--- src/rtl/wdt_pkg.sv ---
// Package: shared widths, field types and codes for the time-base watchdog.
// Assumes a 64-bit time base addressed by a 6-bit tap select.
package wdt_pkg;

    localparam int TB_W  = 64;
    localparam int SEL_W = $clog2(TB_W);
    localparam int REG_W = 32;

    // Register addresses on the write port
    localparam logic ADDR_CTRL = 1'b0;
    localparam logic ADDR_STAT = 1'b1;

    // Reset-control codes
    typedef enum logic [1:0] {
        RC_NONE    = 2'b00,
        RC_CHKSTOP = 2'b01,
        RC_RESET   = 2'b10,
        RC_RSVD    = 2'b11
    } rctl_e;

    // Control word, LSB field last: sel[5:0], rctl[7:6], wd_ie[8], ...
    typedef struct packed {
        logic            auto_rel;
        logic            fi_ie;
        logic [1:0]      fi_per;
        logic [3:0]      fi_ext;
        logic            dec_ie;
        logic            wd_ie;
        rctl_e           rctl;
        logic [SEL_W-1:0] wd_sel;
    } wdt_ctrl_t;

    // Status word: arm[0], int[1], rst_fld[3:2]
    typedef struct packed {
        logic [1:0] rst_fld;
        logic       int_st;
        logic       arm;
    } wdt_stat_t;

    localparam int CTRL_W = $bits(wdt_ctrl_t);
    localparam int STAT_W = $bits(wdt_stat_t);

endpackage

--- src/rtl/wdt_timebase.sv ---
// Module: free-running time-base counter with a direct load.
// Assumes load has priority over the increment; synchronous active-low reset.
module wdt_timebase #(
    parameter int TB_W = wdt_pkg::TB_W
) (
    input  logic            clk,
    input  logic            rst_n,
    input  logic            tick_en,
    input  logic            load_en,
    input  logic [TB_W-1:0] load_val,
    output logic [TB_W-1:0] tb_q
);

    // Count on each tick, or take the loaded value
    always_ff @(posedge clk) begin
        if (!rst_n)
            tb_q <= '0;
        else if (load_en)
            tb_q <= load_val;
        else if (tick_en)
            tb_q <= tb_q + 1'b1;
    end

    // an unloaded tick adds exactly one
    p_tb_step_r1: assert property (@(posedge clk) disable iff (!rst_n)
        $past(rst_n) && $past(tick_en) && !$past(load_en) |-> tb_q == $past(tb_q) + 1'b1);

    // a load lands as written
    p_tb_load_r1: assert property (@(posedge clk) disable iff (!rst_n)
        $past(rst_n) && $past(load_en) |-> tb_q == $past(load_val));

endmodule

--- src/rtl/wdt_tap_edge.sv ---
// Module: picks one time-base bit (select 0 = MSB) and flags its rising edge.
// Assumes the previous tap level resets to 0, matching a zero time base.
module wdt_tap_edge #(
    parameter int TB_W  = wdt_pkg::TB_W,
    localparam int SEL_W = $clog2(TB_W)
) (
    input  logic             clk,
    input  logic             rst_n,
    input  logic [TB_W-1:0]  tb,
    input  logic [SEL_W-1:0] sel,
    output logic             expiry
);

    logic [TB_W-1:0] tb_rev;
    logic            tap_now;
    logic            tap_q;

    // Bit-reverse the time base so select counts down from the MSB
    for (genvar i = 0; i < TB_W; i++) begin : g_rev
        assign tb_rev[i] = tb[TB_W-1-i];
    end

    // Current tapped level and rising-edge flag
    always_comb begin
        tap_now = tb_rev[sel];
        expiry  = tap_now & ~tap_q;
    end

    // Remember the tapped level for the next cycle
    always_ff @(posedge clk) begin
        if (!rst_n)
            tap_q <= 1'b0;
        else
            tap_q <= tap_now;
    end

    // the stored level trails the tap by one cycle
    p_tap_follow_r3: assert property (@(posedge clk) disable iff (!rst_n)
        $past(rst_n) |-> tap_q == $past(tap_now));

endmodule

--- src/rtl/wdt_regs.sv ---
// Module: control and status registers, the timeout stage sequence and the
// reset-action outputs. Assumes one write per cycle and a one-cycle expiry strobe.
module wdt_regs
    import wdt_pkg::*;
#(
    parameter int DATA_W = wdt_pkg::REG_W
) (
    input  logic              clk,
    input  logic              rst_n,
    input  logic              expiry,
    input  logic              reg_we,
    input  logic              reg_addr,
    input  logic [DATA_W-1:0] reg_wdata,
    output wdt_ctrl_t         ctrl_q,
    output wdt_stat_t         stat_q,
    output logic              wd_irq,
    output logic              chkstop,
    output logic              rst_req
);

    wdt_ctrl_t ctrl_d;
    wdt_ctrl_t wr_val;
    wdt_stat_t stat_d;
    logic      wr_ctrl;
    logic      wr_stat;
    logic      fire;
    logic      chk_q;
    logic      req_q;
    logic      unused_wdata;

    assign unused_wdata = ^reg_wdata[DATA_W-1:CTRL_W];

    // Decode writes and decide whether the reset action fires
    always_comb begin
        wr_ctrl = reg_we && (reg_addr == ADDR_CTRL);
        wr_stat = reg_we && (reg_addr == ADDR_STAT);
        wr_val  = wdt_ctrl_t'(reg_wdata[CTRL_W-1:0]);
        fire    = expiry && stat_q.arm && stat_q.int_st &&
                  ((ctrl_q.rctl == RC_CHKSTOP) || (ctrl_q.rctl == RC_RESET));
    end

    // Next control word: write-once reset field, cleared by a firing
    always_comb begin
        ctrl_d = ctrl_q;
        if (wr_ctrl) begin
            ctrl_d      = wr_val;
            ctrl_d.rctl = (ctrl_q.rctl == RC_NONE) ? wr_val.rctl : ctrl_q.rctl;
        end
        if (fire)
            ctrl_d.rctl = RC_NONE;
    end

    // Next status word: write-one-to-clear, then timeout stepping wins
    always_comb begin
        stat_d = stat_q;
        if (wr_stat) begin
            stat_d.arm    = stat_q.arm    & ~reg_wdata[0];
            stat_d.int_st = stat_q.int_st & ~reg_wdata[1];
        end
        if (expiry) begin
            if (!stat_q.arm)
                stat_d.arm = 1'b1;
            else if (!stat_q.int_st)
                stat_d.int_st = 1'b1;
        end
        if (fire)
            stat_d.rst_fld = ctrl_q.rctl;
    end

    // Register state and the one-cycle action pulses
    always_ff @(posedge clk) begin
        if (!rst_n) begin
            ctrl_q <= '0;
            stat_q <= '0;
            chk_q  <= 1'b0;
            req_q  <= 1'b0;
        end else begin
            ctrl_q <= ctrl_d;
            stat_q <= stat_d;
            chk_q  <= fire && (ctrl_q.rctl == RC_CHKSTOP);
            req_q  <= fire && (ctrl_q.rctl == RC_RESET);
        end
    end

    // Drive the interrupt and pulse outputs
    always_comb begin
        wd_irq  = stat_q.int_st & ctrl_q.wd_ie;
        chkstop = chk_q;
        rst_req = req_q;
    end

    // a timeout on a disarmed watchdog arms it
    p_arm_first_r4: assert property (@(posedge clk) disable iff (!rst_n)
        $past(rst_n) && $past(expiry) && !$past(stat_q.arm) |-> stat_q.arm);

    // a timeout on an armed watchdog latches the interrupt flag
    p_int_second_r4: assert property (@(posedge clk) disable iff (!rst_n)
        $past(rst_n) && $past(expiry) && $past(stat_q.arm) && !$past(stat_q.int_st)
        |-> stat_q.int_st);

    // a firing records the field and frees it
    p_fire_record_r6: assert property (@(posedge clk) disable iff (!rst_n)
        $past(rst_n) && $past(fire)
        |-> ctrl_q.rctl == RC_NONE && stat_q.rst_fld == $past(ctrl_q.rctl));

    // pulses are exclusive
    p_pulse_excl_r7: assert property (@(posedge clk) disable iff (!rst_n)
        $onehot0({chk_q, req_q}));

    // each pulse lasts a single cycle
    p_chk_short_r7: assert property (@(posedge clk) disable iff (!rst_n)
        chk_q |=> !chk_q);
    p_req_short_r7: assert property (@(posedge clk) disable iff (!rst_n)
        req_q |=> !req_q);

    // an idle or reserved field never pulses
    p_rsvd_quiet_r8: assert property (@(posedge clk) disable iff (!rst_n)
        (ctrl_q.rctl == RC_NONE || ctrl_q.rctl == RC_RSVD) |=> !chk_q && !req_q);

    // a locked field only changes through a firing
    p_lock_r9: assert property (@(posedge clk) disable iff (!rst_n)
        $past(rst_n) && ($past(ctrl_q.rctl) != RC_NONE) && !$past(fire)
        |-> ctrl_q.rctl == $past(ctrl_q.rctl));

    // a clear of the arm flag without a timeout takes effect
    p_w1c_r10: assert property (@(posedge clk) disable iff (!rst_n)
        $past(rst_n) && $past(wr_stat) && $past(reg_wdata[0]) && !$past(expiry)
        |-> !stat_q.arm);

endmodule

--- src/rtl/wdt_timebase_unit.sv ---
// Module: top of the time-base watchdog. Joins the counter, the tap edge
// detector and the register block, and widens register readback to the bus.
// Assumes a single clock domain and a synchronous active-low reset.
module wdt_timebase_unit
    import wdt_pkg::*;
#(
    parameter int TB_BITS  = wdt_pkg::TB_W,
    parameter int BUS_W    = wdt_pkg::REG_W,
    localparam int SELW    = $clog2(TB_BITS)
) (
    input  logic               clk,
    input  logic               rst_n,
    input  logic               tick_en,
    input  logic               tb_load,
    input  logic [TB_BITS-1:0] tb_load_val,
    input  logic               reg_we,
    input  logic               reg_addr,
    input  logic [BUS_W-1:0]   reg_wdata,
    output logic [TB_BITS-1:0] tb_value,
    output logic [BUS_W-1:0]   ctrl_rd,
    output logic [BUS_W-1:0]   stat_rd,
    output logic               wd_irq,
    output logic [1:0]         rst_stat,
    output logic               chkstop,
    output logic               rst_req
);

    logic      expiry;
    wdt_ctrl_t ctrl_q;
    wdt_stat_t stat_q;

    wdt_timebase #(.TB_W(TB_BITS)) u_tb (
        .clk      (clk),
        .rst_n    (rst_n),
        .tick_en  (tick_en),
        .load_en  (tb_load),
        .load_val (tb_load_val),
        .tb_q     (tb_value)
    );

    wdt_tap_edge #(.TB_W(TB_BITS)) u_tap (
        .clk    (clk),
        .rst_n  (rst_n),
        .tb     (tb_value),
        .sel    (ctrl_q.wd_sel[SELW-1:0]),
        .expiry (expiry)
    );

    wdt_regs #(.DATA_W(BUS_W)) u_regs (
        .clk       (clk),
        .rst_n     (rst_n),
        .expiry    (expiry),
        .reg_we    (reg_we),
        .reg_addr  (reg_addr),
        .reg_wdata (reg_wdata),
        .ctrl_q    (ctrl_q),
        .stat_q    (stat_q),
        .wd_irq    (wd_irq),
        .chkstop   (chkstop),
        .rst_req   (rst_req)
    );

    // Zero-extend the register words onto the readback buses
    always_comb begin
        ctrl_rd  = {{(BUS_W-CTRL_W){1'b0}}, ctrl_q};
        stat_rd  = {{(BUS_W-STAT_W){1'b0}}, stat_q};
        rst_stat = stat_q.rst_fld;
    end

endmodule

--- config.mk ---
export PLATFORM = sky130hd
export DESIGN_NAME = wdt_timebase_unit
export DESIGN_NICKNAME = d
export VERILOG_FILES = /design/src/rtl/wdt_pkg.sv /design/src/rtl/wdt_timebase.sv /design/src/rtl/wdt_tap_edge.sv /design/src/rtl/wdt_regs.sv /design/src/rtl/wdt_timebase_unit.sv
export SDC_FILE = /design/constraint.sdc
export NUM_CORES = 1
export LEC_CHECK = 0
export BUFFER_PORTS_ARGS = -buffer_cell sky130_fd_sc_hd__buf_2
export CELL_PAD_IN_SITES_DETAIL_PLACEMENT = 1
export CELL_PAD_IN_SITES_GLOBAL_PLACEMENT = 1
export CORE_AREA = 2 2 127 129
export CTS_CLUSTER_DIAMETER = 40
export DETAILED_ROUTE_END_ITERATION = 8
export DIE_AREA = 0 0 129 131
export PLACE_DENSITY_LB_ADDON = 0.1
export REMOVE_ABC_BUFFERS = 1
export SYNTH_ARGS = -nofsm -noshare
export SYNTH_HDL_FRONTEND = slang
export SYNTH_HIERARCHICAL = 1
export SYNTH_SLANG_ARGS = --single-unit
export TNS_END_PERCENT = 5
--- constraint.sdc ---
create_clock -name clk -period 3.9 [get_ports clk]
set_input_delay 0.195 -clock clk [delete_from_list [all_inputs] [get_ports clk]]
set_output_delay 0.195 -clock clk [all_outputs]
set_load 0.02 [all_outputs]
=== Yosys cells after proc, flatten, opt, wreduce, memory -nomap -nowiden ===
Cells that the tools add are included.

* Register bits: 89
* Input bits: 102
* Logic and storage cells: 49
* Output and inout port bits: 133

* Magnitude comparators: 1
* Reductions and logical operators: 12
* Bitwise gates (word level): 9
* Equal/unequal tests: 2
* Mux-type cells: 9
* Add/subtract/negate cells: 1

{| class="wikitable"
|+ Operator list
! operator !! count
|-
| 64-bit two-way mux || 2
|-
| 64-bit by 1-bit adder with 64-bit output, second input constant || 1
|-
| 1-bit logical AND || 7
|-
| 6-bit by 7-bit less-than comparator with 1-bit output, second input constant || 1
|-
| 1-bit binary-select mux with 6-bit select || 1
|-
| 1-bit inverter || 5
|-
| 1-bit bitwise AND || 4
|-
| 1-bit two-way mux || 4
|-
| 2-bit two-way mux || 2
|-
| 2-bit by 1-bit == test with 1-bit output, second input constant || 1
|-
| 2-bit == test, second input constant || 1
|-
| 2-bit zero test || 1
|-
| 2-bit AND reduction || 1
|-
| 2-bit nonzero test || 1
|-
| 2-bit OR reduction || 1
|-
| 1-bit logical OR || 1
|}

=== Longest topological paths before layout ===
* Word-level depth: 7
* Gate-level depth with buffers: 10

=== Hierarchy ===
The synthesis kept the hierarchy.

{| class="wikitable"
|+ By module, submodules not included
! module !! sequential area each (um2) !! area each (um2) !! instances !! cells an instance
|-
| wdt_timebase || 1281.2 || 3682.3 || 1 || 463
|-
| wdt_regs || 480.5 || 1012.2 || 1 || 111
|-
| wdt_tap_edge || 20.0 || 639.4 || 1 || 69
|-
| wdt_timebase_unit || 0.0 || 334.1 || 1 || 45
|}

=== Least setup slack after synthesis ===
Ideal clock, no wire load.

* Path type: reg-to-reg
* Start: reg u_tb.tb_q[2]
* End: reg u_tb.tb_q[55]
* Path buffers: 2
* Stages on the path, launching flop included: 8
* Data arrival time: 2.540 ns
* Period minus slack after synthesis: 2.662 ns
* Data required time: 3.778 ns
* Setup time: 0.122 ns
* Slack: 1.238 ns
* Cells stage by stage: dfxtp_1 > nand3_2 > buf_6 > or4_4 > buf_6 > or4_4 > o31a_1 > o311a_1

* Cells in the longest elaborated chain, start to end: 3

{| class="wikitable"
|+ Ends and longest elaborated chain
! item !! RTL line !! source
|-
| from (decl) || wdt_timebase.sv:11 || <nowiki>output logic [TB_W-1:0] tb_q</nowiki>
|-
| from (signal assigned) || wdt_timebase.sv:19 || <nowiki>tb_q <= load_val;</nowiki>
|-
| from (signal assigned) || wdt_timebase.sv:21 || <nowiki>tb_q <= tb_q + 1'b1;</nowiki>
|-
| 64-bit by 1-bit adder with 64-bit output || wdt_timebase.sv:21 ||
|-
| 64-bit two-way mux || wdt_timebase.sv:20 || <nowiki>else if (tick_en)</nowiki>
|-
| 64-bit two-way mux || wdt_timebase.sv:18 || <nowiki>else if (load_en)</nowiki>
|}

No other way between the ends. The select of a mux whose other input is x is not followed.
A chain may end at the register's enable or synchronous reset.

=== Worst setup path in the final report ===
* Start: reg u_tb.tb_q[2]
* End: reg u_tb.tb_q[59]

Same word-level chain as after synthesis.

==> results.md <==
- Filler instances: 1944
- Grt met1 use: 0.289
- Met2 usage: 0.386
- NetSw: between 0.7 and 0.8 mW
- Tot GR Track Use: 0.229
- Die X: 129 um
- Setup CP Type: register to register
- Synth cell types: 59
- Clock-pin slew on the worst setup and hold paths: about 0.070 ns
- Cell Pwr Density: ~350 mW/mm2
- Worst path buffer plus inverter count: 0
- Grt peak-use layer: met2
- Htree depth: 3
- CTS root buffer: clkbuf_16
- Leakage Power: 2.70 nW
- Max frequency: ~330 MHz
- Final core occ: 0.435
- Largest fanout on the critical path: 19
- Footprint of the multi-input gates: 0.00344 mm2
- Final Critical Period: a little over 3 ns
- Mapped Area: 0.00567 mm2
- Worst slew pin tran: 1.07 ns
- Fin. max-slew vios: 0
- RSZ-0062 raised after global routing: no
- Starting density of the core: 0.363
- Hold WC Path Type: input port to register
- Site Rows: 46
- Syn Area/Cell: roughly 8.2 um2
- Grt total ovfl: 0
- Routed WL: between 15000 and 20000 um
- Post-route ant nets: 0
- Final Cycle Share: 0.781
- Hpwl dp: roughly 14000 um
- Mapped Cells: around 690
- Critical-path cell list: nand3_2, or4_4, nor4_2, a21oi_1, or3_1
- Die Y: approximately 130 um
- Syn-to-layout area delta: 19.7%
- CP max stage delay: around 0.90 ns
- Post-CTS sizing: 0
- Post-synth EDFFs: 0
- First-pass GRT wire length: around 30000 um
- I/O pins: around 240
- Ys async rst share: 0
- Req. time, crit path: roughly 4.1 ns
- Critical path launch point type: register
- DRC: 0
- Die footprint: approximately 0.017 mm2
- Hold WS: just over 0.07 ns
- Final #Nets: approximately 950
- Worst skew pair latency: 0.35 ns
- Vias in the first global route: 5756
- Clk sink count: 89
- Final Hold Fails: 0
- Initial antenna violation count: 2
- Clk pwr share: 0.375
- CTS tree: built
- Max Root-Sink Buffers: 2
- RD Place Congestion: roughly 0.81
- CP delay by family, top: simple AND/OR/NAND/NOR gates
- Routed vias: about 5800
- VDD IR max: between 0.15 and 0.2 mV
- Storage element area: 0.00178 mm2
- Yosys warning count: 6
- Layout cell share with drive strength beyond 1: 0.264
- CP max stage cell: nor4_2
- Sum of negative setup slack: 0 ns
- Via/cell ratio: approximately 5.4
- TritonCTS buffer count: 9
- Drt first pass iters: 4
- Final setup violation count: 0
- Iteration-0 DRC Markers: 230
- Max Clock Skew: 0.0108 ns
- Largest net degree at the start of global routing: 77
- Comb power frac: 0.180
- Worst EP arrival: about 3.3 ns
- Wire length per cell: 18.4 um
- Buffers on Ports: between 150 and 200
- Share of the yosys chip area belonging to registers: 0.314
- FF+latch count, synth: just under 90
- Most used DFF post-synth: dfxtp_1
- Pwr Total: ~2.4 mW
- Met3 usage: 0.0489
- Sw Ratio: 0.322
- Number of max-cap violations: 0
- Slew margin rel.: 0.287
- Internal: ~1.6 mW
- Core Box Area: between 0.015 and 0.02 mm2
- Postcts setup bufs: 0
- CP Capture Type: register
- Outcome: completed
- Post-CTS Hold Fix Bufs: 0
- Reg power frac: 0.445
## state kept, by name, indices dropped and copies added, names as in the netlist
register,cells
u_regs/chkstop,1
u_regs/stat_q,4
u_tap/tap_q,1
u_regs/ctrl_q,18
u_regs/rst_req,1
u_tb/tb_q,64
## worst paths after layout
path | start | endpoint | slack, ns | cells past startpoint
max | u_tb/tb_q[2] | u_tb/tb_q[59] | 0.85 | 5
min | tb_load_val[12] | u_tb/tb_q[12] | 0.07 | 3
max reg2reg | u_tb/tb_q[2] | u_tb/tb_q[59] | 0.85 | 5
min reg2reg | u_regs/ctrl_q[16] | u_regs/ctrl_q[16] | 0.47 | 2
## power by group through the flow
stage	Combinational, mW	Sequential [mW]	Clock (mW)
finish	0.432	1.07	0.900
global route	0.474	1.08	0.960
CTS	0.434	1.07	0.923
detailed placement	0.432	1.09	0
global placement	0.421	1.08	0
floorplan	0.195	1.13	0
## stage by stage
step | setup WS [ns] | cell area (um2) | cells
floorplan | 1.02 | 5280 | 645
global placement | 1.00 | 6480 | 1045
detailed placement | 0.881 | 6480 | 1045
CTS | 0.845 | 6780 | 1061
global route | 0.704 | 6780 | 1061
finish | 0.854 | 6780 | 1063
## cells in the final DEF, fill, tap and decap left out, types with 7 or more instances in the layout
cell type,n
o31ai_1,8
or4_1,8
nor2b_1,9
nand3_1,36
nand4_1,26
o21ai_0,57
mux2i_1,26
xnor2_1,23
buf_2,178
and3_1,7
and4_1,11
or3_1,10
nor2_1,29
a31oi_1,15
clkbuf_16,9
dfxtp_1,89
conb_1,42
a21oi_1,39
inv_1,12
a21boi_2,10
xor2_1,14
nor4_1,18
nand2_1,70
nor3_1,17
## routing by layer
| layer | part of all wire | wire length, um |
|---|---|---|
| met5 | 0 | 0 |
| met4 | 0.017 | 340 |
| met3 | 0.060 | 1170 |
| met2 | 0.49 | 9470 |
| met1 | 0.44 | 8530 |
## Yosys cell counts (2+ instances only)
cell type / instances / area share
a31oi_1: 15 / 0.017
nor2_1: 29 / 0.019
and2_1: 2 / 0.0022
o311a_1: 2 / 0.0035
o21ai_0: 57 / 0.050
mux4_2: 2 / 0.0079
a21boi_0: 6 / 0.0079
nand2_1: 70 / 0.046
a211oi_1: 3 / 0.0040
o31ai_1: 8 / 0.011
dfxtp_1: 89 / 0.31
ha_1: 4 / 0.0088
buf_1: 3 / 0.0020
or4_4: 2 / 0.0040
or4b_2: 2 / 0.0035
xnor2_1: 23 / 0.036
a22oi_1: 6 / 0.0079
buf_4: 46 / 0.061
nor4_1: 18 / 0.020
nand2b_1: 5 / 0.0055
nor3b_1: 3 / 0.0040
or4_1: 8 / 0.011
and3_1: 7 / 0.0077
inv_1: 12 / 0.0079
mux4_1: 6 / 0.028
a311oi_1: 6 / 0.0093
or2_2: 2 / 0.0022
mux2i_1: 26 / 0.046
nand3_1: 36 / 0.032
clkbuf_1: 26 / 0.017
nand4bb_1: 2 / 0.0040
buf_6: 6 / 0.012
xor2_1: 14 / 0.022
a21oi_1: 39 / 0.034
and4_1: 11 / 0.017
buf_2: 2 / 0.0018
nor3_1: 17 / 0.015
or3_1: 10 / 0.011
a21boi_2: 10 / 0.020
nand4_1: 26 / 0.029
nor2b_1: 9 / 0.0099
## worst min-delay path: stages
cell     delay [ns]
buf_2          0.07
mux2i_1        0.05
nor2_1         0.07
## cell families (layout without fill, tap and decap cells)
family,after synthesis,after routing,share of synthesized area
xor gates and xnor gates,37,37,0.0572
adders and majority gates,4,4,0.00883
and+or+nand+nor,265,265,0.254
muxes,34,34,0.0817
other,1,44,0.000662
DFF,89,89,0.314
AOI/OAI and AO/OA,160,160,0.178
buffers and inverters,98,214,0.106
## cell type report
| class | count | area share |
|---|---|---|
| multi-input combinational | 542 | 0.507 |
| sequential | 89 | 0.263 |
| timing repair buffer | 184 | 0.138 |
| tap | 216 | 0.0398 |
| clock buffer | 9 | 0.0332 |
| clock inverter | 7 | 0.0105 |
| inverter | 14 | 0.00775 |
| antenna | 2 | 0.000738 |
No activity file was read; power rests on OpenSTA's default activity.
